[src/rtl/evt_irq_pkg.sv]
package evt_irq_pkg;
  localparam int DATA_W = 8;
  localparam int ADDR_W = 3;
  localparam int HI_W   = DATA_W - 1;
  localparam int LO_W   = DATA_W;
  localparam int SUM_W  = 4;

  localparam logic [ADDR_W-1:0] A_EV_HI  = 3'd0;
  localparam logic [ADDR_W-1:0] A_EV_LO  = 3'd1;
  localparam logic [ADDR_W-1:0] A_MK_HI  = 3'd2;
  localparam logic [ADDR_W-1:0] A_MK_LO  = 3'd3;
  localparam logic [ADDR_W-1:0] A_MK_SUM = 3'd4;
endpackage

[src/rtl/evt_bank.sv]
module evt_bank #(
  parameter int W = 8
) (
  input  logic         clk,
  input  logic         rst_n,
  input  logic [W-1:0] cond,
  input  logic         clr_we,
  input  logic [W-1:0] clr_data,
  output logic [W-1:0] ev_q
);
  logic [W-1:0] kept;

  always_comb begin
    kept = clr_we ? (ev_q & clr_data) : ev_q;
  end

  always_ff @(posedge clk or negedge rst_n) begin
    if (!rst_n) ev_q <= '0;
    else        ev_q <= kept | cond;
  end


  sticky_hold_chk: assert property (@(posedge clk) disable iff (!rst_n)
    !clr_we |=> ((ev_q & $past(ev_q)) == $past(ev_q)));


  cond_wins_chk: assert property (@(posedge clk) disable iff (!rst_n)
    (cond != '0) |=> ((ev_q & $past(cond)) == $past(cond)));
endmodule

[src/rtl/live_status.sv]
module live_status #(
  parameter int               HI_W   = 7,
  parameter int               LO_W   = 8,
  parameter logic [HI_W-1:0]  HI_RST = 7'b011_1111
) (
  input  logic            clk,
  input  logic            rst_n,
  input  logic [HI_W-1:0] hi_in,
  input  logic [LO_W-1:0] lo_in,
  output logic [HI_W-1:0] hi_q,
  output logic [LO_W-1:0] lo_q
);
  always_ff @(posedge clk or negedge rst_n) begin
    if (!rst_n) begin
      hi_q <= HI_RST;
      lo_q <= '0;
    end else begin
      hi_q <= hi_in;
      lo_q <= lo_in;
    end
  end
endmodule

[src/rtl/irq_gen.sv]
module irq_gen #(
  parameter int HI_W  = 7,
  parameter int LO_W  = 8,
  parameter int SUM_W = 4
) (
  input  logic             clk,
  input  logic             rst_n,
  input  logic [HI_W-1:0]  ev_hi,
  input  logic [HI_W-1:0]  mk_hi,
  input  logic [LO_W-1:0]  ev_lo,
  input  logic [LO_W-1:0]  mk_lo,
  input  logic [SUM_W-1:0] sum_src,
  input  logic [SUM_W-1:0] mk_sum,
  input  logic             ev_wr,
  input  logic             txn_active,
  output logic             irq
);
  logic blank_q;
  logic any_hi, any_lo, any_sum;

  always_comb begin
    any_hi  = |(ev_hi & mk_hi);
    any_lo  = |(ev_lo & mk_lo);
    any_sum = |(sum_src & mk_sum);
    irq     = (any_hi | any_lo | any_sum) & ~blank_q;
  end

  always_ff @(posedge clk or negedge rst_n) begin
    if (!rst_n)          blank_q <= 1'b0;
    else if (ev_wr)      blank_q <= 1'b1;
    else if (!txn_active) blank_q <= 1'b0;
  end


  wr_blanks_chk: assert property (@(posedge clk) disable iff (!rst_n)
    ev_wr |=> !irq);


  blank_holds_chk: assert property (@(posedge clk) disable iff (!rst_n)
    (blank_q && txn_active) |=> !irq);
endmodule

[src/rtl/evt_irq_ctrl.sv]
module evt_irq_ctrl
  import evt_irq_pkg::*;
(
  input  logic              clk,
  input  logic              rst_n,
  input  logic [ADDR_W-1:0] addr,
  input  logic [DATA_W-1:0] wdata,
  input  logic              wr_en,
  input  logic              rd_en,
  output logic [DATA_W-1:0] rdata,
  input  logic              txn_active,
  input  logic [HI_W-1:0]   ev_hi_in,
  input  logic [LO_W-1:0]   ev_lo_in,
  input  logic [SUM_W-1:0]  sum_src,
  output logic [2*DATA_W-1:0] status,
  output logic              irq
);
  localparam int HI_PAD  = DATA_W - HI_W;
  localparam int SUM_PAD = DATA_W - SUM_W;

  logic [HI_W-1:0]  ev_hi_q, mk_hi_q, st_hi_q;
  logic [LO_W-1:0]  ev_lo_q, mk_lo_q, st_lo_q;
  logic [SUM_W-1:0] mk_sum_q;
  logic             we_ev_hi, we_ev_lo;
  logic [DATA_W-1:0] rd_mux, rdata_q;

  always_comb begin
    we_ev_hi = wr_en && (addr == A_EV_HI);
    we_ev_lo = wr_en && (addr == A_EV_LO);
  end

  evt_bank #(.W(HI_W)) u_ev_hi (
    .clk(clk), .rst_n(rst_n), .cond(ev_hi_in),
    .clr_we(we_ev_hi), .clr_data(wdata[HI_W-1:0]), .ev_q(ev_hi_q));

  evt_bank #(.W(LO_W)) u_ev_lo (
    .clk(clk), .rst_n(rst_n), .cond(ev_lo_in),
    .clr_we(we_ev_lo), .clr_data(wdata[LO_W-1:0]), .ev_q(ev_lo_q));

  live_status #(.HI_W(HI_W), .LO_W(LO_W), .HI_RST(7'b011_1111)) u_status (
    .clk(clk), .rst_n(rst_n), .hi_in(ev_hi_in), .lo_in(ev_lo_in),
    .hi_q(st_hi_q), .lo_q(st_lo_q));

  always_ff @(posedge clk or negedge rst_n) begin
    if (!rst_n) begin
      mk_hi_q  <= '0;
      mk_lo_q  <= '0;
      mk_sum_q <= '0;
    end else if (wr_en) begin
      if (addr == A_MK_HI)  mk_hi_q  <= wdata[HI_W-1:0];
      if (addr == A_MK_LO)  mk_lo_q  <= wdata[LO_W-1:0];
      if (addr == A_MK_SUM) mk_sum_q <= wdata[SUM_W-1:0];
    end
  end

  irq_gen #(.HI_W(HI_W), .LO_W(LO_W), .SUM_W(SUM_W)) u_irq (
    .clk(clk), .rst_n(rst_n),
    .ev_hi(ev_hi_q), .mk_hi(mk_hi_q), .ev_lo(ev_lo_q), .mk_lo(mk_lo_q),
    .sum_src(sum_src), .mk_sum(mk_sum_q),
    .ev_wr(we_ev_hi | we_ev_lo), .txn_active(txn_active), .irq(irq));

  always_comb begin
    case (addr)
      A_EV_HI:  rd_mux = {{HI_PAD{1'b0}}, ev_hi_q};
      A_EV_LO:  rd_mux = ev_lo_q;
      A_MK_HI:  rd_mux = {{HI_PAD{1'b0}}, mk_hi_q};
      A_MK_LO:  rd_mux = mk_lo_q;
      A_MK_SUM: rd_mux = {{SUM_PAD{1'b0}}, mk_sum_q};
      default:  rd_mux = '0;
    endcase
  end

  always_ff @(posedge clk or negedge rst_n) begin
    if (!rst_n)     rdata_q <= '0;
    else if (rd_en) rdata_q <= rd_mux;
  end

  assign rdata  = rdata_q;
  assign status = {irq, st_hi_q, st_lo_q};


  unimpl_zero_chk: assert property (@(posedge clk) disable iff (!rst_n)
    (rd_en && addr > A_MK_SUM) |=> (rdata == '0));


  pad_bit_zero_chk: assert property (@(posedge clk) disable iff (!rst_n)
    (rd_en && (addr == A_EV_HI || addr == A_MK_HI)) |=> !rdata[DATA_W-1]);


  rdata_hold_chk: assert property (@(posedge clk) disable iff (!rst_n)
    !rd_en |=> $stable(rdata));
endmodule

[config.mk]
export PLATFORM = sky130hd
export DESIGN_NAME = evt_irq_ctrl
export DESIGN_NICKNAME = d
export VERILOG_FILES = /design/src/rtl/evt_irq_pkg.sv /design/src/rtl/evt_bank.sv /design/src/rtl/live_status.sv /design/src/rtl/irq_gen.sv /design/src/rtl/evt_irq_ctrl.sv
export SDC_FILE = /design/constraint.sdc
export NUM_CORES = 1
export LEC_CHECK = 0
export BUFFER_PORTS_ARGS = -buffer_cell sky130_fd_sc_hd__buf_2
export CAP_MARGIN = 10
export CORE_MARGIN = 10
export CORE_UTILIZATION = 56
export DETAILED_ROUTE_END_ITERATION = 16
export HOLD_SLACK_MARGIN = 0.1
export PLACE_DENSITY = 0.92
export SYNTH_ARGS = -nofsm -noshare
export SYNTH_HDL_FRONTEND = slang
export SYNTH_SLANG_ARGS = --single-unit
[constraint.sdc]
create_clock -name clk -period 2.5 [get_ports clk]
set_input_delay 0.25 -clock clk [delete_from_list [all_inputs] [get_ports clk]]
set_output_delay 0.25 -clock clk [all_outputs]
set_load 0.05 [all_outputs]
# After elaboration in Yosys (flattened, before gate mapping)
# Index checks and enable logic that the tools add are counted.
[totals] in_bits=35 word_cells=40 ff_bits=58 output_inout_bits=25
[op_classes] n_reduce_logical=9 n_bitwise=12 muxes=5 eq_ne=5
[ops] operator="8-bit case mux with 5 select lines" n=1
[ops] operator="8-bit bitwise AND" n=2
[ops] operator="7-bit bitwise AND" n=2
[ops] operator="8-bit two-way mux" n=1
[ops] operator="8-bit OR" n=1
[ops] operator="8-bit OR reduction" n=1
[ops] operator="7-bit two-way mux" n=1
[ops] operator="7-bit OR" n=1
[ops] operator="7-bit OR reduction" n=1
[ops] operator="3-bit by 2-bit == test with 1-bit output, second input constant" n=2
[ops] operator="2-bit AND reduction" n=3
[ops] operator="4-bit bitwise AND" n=1
[ops] operator="4-bit OR reduction" n=1
[ops] operator="3-bit by 1-bit == test with 1-bit output, second input constant" n=1
[ops] operator="3-bit == test, second input constant" n=1
[ops] operator="3-bit logical NOT" n=1
[ops] operator="1-bit OR" n=3
[ops] operator="1-bit logical AND" n=2
[ops] operator="1-bit two-way mux" n=2
[ops] operator="2-bit by 1-bit != test with 1-bit output, second input constant" n=1
[ops] operator="1-bit bitwise AND" n=1
[ops] operator="1-bit NOT" n=1

# Longest topological paths before layout
[logic_depth] ltp_word=5 ltp_mapped=5 mapped_depth_nobuf=4

# Modules after synthesis
# Synthesis repeated with hierarchy kept, for this count alone.
[hier_totals] hier_cells=185 hier_area_um2=2462.4
[by_module_without_submodules] mod="evt_irq_ctrl" cells_each=109 instances=1 area_each_um2=1366.3
[by_module_without_submodules] mod="live_status" cells_each=15 instances=1 area_each_um2=382.9
[by_module_without_submodules] mod="evt_bank at u_ev_lo" cells_each=24 instances=1 area_each_um2=310.3
[by_module_without_submodules] mod="evt_bank at u_ev_hi" cells_each=21 instances=1 area_each_um2=271.5
[by_module_without_submodules] mod="irq_gen" cells_each=16 instances=1 area_each_um2=131.4

# Worst setup path before layout
# No wires, ideal clock.
[synth_timing] kind="register -> output" from="reg mk_hi_q[4]" to="out status[15]" arrival_time_ns=1.919 path_slack_ns=0.331 required_time_ns=2.250 path_stages_with_launch=6 path_cell_list="dfrtp_1 > a22o_1 > a221oi_1 > and3_1 > a31oi_1 > buf_4"
[synth_between] elab_chain_len=5
[synth_rtl] element="from (decl)" line="evt_irq_ctrl.sv:21" source="logic [HI_W-1:0] ev_hi_q, mk_hi_q, st_hi_q;"
[synth_rtl] element="from (signal assigned)" line="evt_irq_ctrl.sv:50" source="if (addr == A_MK_HI) mk_hi_q <= wdata[HI_W-1:0];"
[synth_rtl] element="7-bit bitwise AND" line="irq_gen.sv:22" source="any_hi = |(ev_hi & mk_hi);"
[synth_rtl] element="7-bit OR reduction" line="irq_gen.sv:22"
[synth_rtl] element="1-bit OR (2 in a row)" line="irq_gen.sv:25" source="irq = (any_hi | any_lo | any_sum) & ~blank_q;"
[synth_rtl] element="1-bit bitwise AND" line="irq_gen.sv:25"
[synth_rtl] element="to (decl)" line="evt_irq_ctrl.sv:15" source="output logic [2*DATA_W-1:0] status,"
# Every way passes these cells.

# Final worst setup path
[layout_timing] from="reg mk_lo_q[6]" to="out status[15]"
[layout_between] elab_chain_len=5
[layout_rtl] element="from (decl)" line="evt_irq_ctrl.sv:22" source="logic [LO_W-1:0] ev_lo_q, mk_lo_q, st_lo_q;"
[layout_rtl] element="from (signal assigned)" line="evt_irq_ctrl.sv:51" source="if (addr == A_MK_LO) mk_lo_q <= wdata[LO_W-1:0];"
[layout_rtl] element="8-bit bitwise AND" line="irq_gen.sv:23" source="any_lo = |(ev_lo & mk_lo);"
[layout_rtl] element="8-bit OR reduction" line="irq_gen.sv:23"
[layout_rtl] element="1-bit OR (2 in a row)" line="irq_gen.sv:25"
[layout_rtl] element="1-bit bitwise AND" line="irq_gen.sv:25"
# Every way passes these cells.

==> reports/metrics.cfg <==
[outcome]
outcome = completed

[cells_and_area]
final_layout_size_suffix_gt1_frac = 0.398
multi_input_area_sq_um = 865
n_fill_cell = 255
final-seq-area_sq_um = 1460
final_nets = 296
diodes = 0
area_growth_pct = 29.5

[pwr]
p_clk_frac = 0.359
power_frac_seq = 0.465
power_frac_comb = 0.176
swShare = 0.276
peakVddDrop_uv = 592
leakagePower_nw = 1.37
power.total_mw = 2.40
p_int_mw = 1.74
p_switching_mw = 0.663
p_per_area_nw_per_um2 = 778

[timing]
slew_headroom = 0.614
fmax_mhz = 509
final.setup.tns_ps = 0
worst_pin_slew_ps = 580
clock_skew_ps = 5.72
rsz0062_at_grt = false
hold_viol_final = 0
hold_slack_ps = 126
fin_crit_sh = 0.785
slew_viol_final = 0
period_minus_slack_ps = 1960
setup_viol = 0

[cts]
cts_root_buf = clkbuf_8
cts_max_level = 3
clk_pin_slew_ps = 60
cts_made_buffers = 9
cts_hold_buffers = 16
cts_tree = built
clock_latency_ps = 340
cts_resized = 0
post-cts-setup-buffers = 0
clockBufferDepth = 2
cts_num_sinks = 58

[global_route]
antenna_found_initial = 0
grt_max_degree = 35
grt_use_total = 0.164
grt_pass1_vias = 1884
grt_pass1_wl_microns = 9320
grt_overflow_total = 0

[setup_path]
cp.arrival_ps = 1710
start_kind = flip-flop
critPathSlowestCell = dfrtp_1
cp_max_fo = 3
cp-end-kind = output pin
crit_type = reg -> out
max_stage_delay_ps = 390
required_ps = 2250
crit_buf_inv = 1
rrSetupSlack_ps = 1240
cp_top_family = compound AO/OA/AOI/OAI gates
rr_worst_depth = 4
regToRegEndpoint = rdata[3]
cp_cell_sequence = a22o_1 -> a221oi_1 -> and3_1 -> a31oi_1 -> buf_2
r2r_start = u_ev_lo.ev_q[3]

[floorplanning]
rows = 23
core-area_sq_um = 4060
chipWidth_microns = 85.2
ios = 60
die_h_microns = 85.2
dieArea_sq_um = 7260
start_util = 0.587

[synth]
yosysUniqueCellTypes = 33
synth.ff_latch_count = 58
synthesis.nets = 215
netlist.top_cell.by_area = dfrtp_1
synthTopCellsByArea = dfrtp_1, mux2_2, dfstp_2
synth_edf_count = 0
yosysWarnings = 0
synthCells = 180
synth_ff_type = dfrtp_1
synth_async_sr_flop_share = 1.00
synth_area_per_cell_sq_um = 13.2
syn_area_sq_um = 2380
synth_top_area_share = 0.546
yosysSeqAreaShare = 0.612

[min_path]
hp-start = txn_active
hold_end = u_irq.blank_q
hold_depth = 2
hold_path_class = in -> reg

[placement]
post-dp-hpwl_microns = 4100
routabilityCongestion = 0.928
io_buffers = 59

[run]
drv_cap = 0

[detailed_routing]
drtIter0Drc = 213
drtAntennaViolNets = 0
via_count = 1761
viasPerCell = 5.57
wl_microns = 5740
drt_pass1_iterations = 4
route.detailed.drc = 0
wl_per_cell_microns = 18.2

-- layout make-up --
class	count	area share
Clock inverter	2	0.0114
Inverter	7	0.00852
Multi-Input combinational cell	109	0.280
Tap cell	50	0.0203
Clock buffer	14	0.0527
Timing Repair Buffer	76	0.154
Sequential cell	58	0.473
-- how the worst max path moves through the flow --
stage,from,end,cells past startpoint
2_1_floorplan,mk_hi_q[4],status[15],5
3_3_place_gp,addr[1],u_ev_lo.ev_q[4],5
3_5_place_dp,mk_lo_q[6],status[15],5
4_1_cts,mk_lo_q[6],status[15],5
5_1_grt,mk_hi_q[4],status[15],5
6_report,mk_lo_q[6],status[15],5
-- synthesized netlist by cell type (2+ instances only) --
cell and number:
a21o_1 4, mux2_1 4, o21ai_0 15, nand2b_1 17, mux2_2 19, clkbuf_1 2, buf_2 2, o22ai_1 4
a22oi_1 5, mux4_2 3, a22o_1 2, nor2_1 3, a221oi_1 5, and3_1 3, a31oi_1 4, nand2_1 8
inv_1 7, buf_4 2, dfrtp_1 52, dfstp_2 6
-- power by group through the flow --
stage	clock [mW]	combinational [mW]	sequential (mW)
after floorplan	0	0.182	1.21
final	0.863	0.422	1.12
after global placement	0	0.393	1.12
after CTS	0.873	0.424	1.11
after global routing	0.923	0.458	1.13
after detailed placement	0	0.404	1.13
-- worst register-to-register path: stages, from the launching register on --
cell and delay, ps:
dfrtp_1 410, mux2_2 280, a221oi_1 240, a21o_1 130
a31oi_1 80
-- state kept, by name, indices dropped and copies added, names as in the netlist --
register / cells
mk_sum_q: 4
u_irq.blank_q: 1
u_status.hi_q: 7
mk_hi_q: 7
u_ev_hi.ev_q: 7
u_ev_lo.ev_q: 8
mk_lo_q: 8
u_status.lo_q: 8
rdata: 8
-- layout by cell type, fill, tap and decap left out, types with 2 or more instances in the layout --
master / count
a22o_1: 2
a221oi_1: 5
mux2_2: 19
mux2_1: 4
clkbuf_8: 11
nor2_1: 3
nand2b_1: 17
a22oi_1: 5
dfstp_2: 6
buf_2: 59
mux4_2: 3
inv_1: 7
nand2_1: 8
o21ai_0: 15
a31oi_1: 4
clkbuf_1: 3
o22ai_1: 4
a21o_1: 4
dlygate4sd3_1: 16
dfrtp_1: 52
and3_1: 3
-- cells by family after synthesis --
| logic type | after synthesis | share of synthesized area |
|---|---|---|
| buf+inv | 13 | 0.0247 |
| simple gates | 39 | 0.100 |
| mux | 27 | 0.141 |
| flops | 58 | 0.612 |
| compound gates | 43 | 0.121 |
-- layer usage --
layer,global-route usage,wire length (microns),up-vias
li1,-,-,819
met3,0.0746,546,6
met5,0,0,-
met1,0.193,2330,867
met2,0.247,2800,69
met4,0.0838,75,0
-- through the flow --
stage               utilization  cell area [sq um]  worst slack (ps)  instances
detailed placement        0.672               2730               897        284
global route              0.760               3090               438        316
global placement          0.672               2730               910        284
floorplan                     -               2380               331        180
finish                    0.760               3090               537        316
CTS                       0.760               3090               527        316
Note: power is estimated with default switching activity, not from simulation.
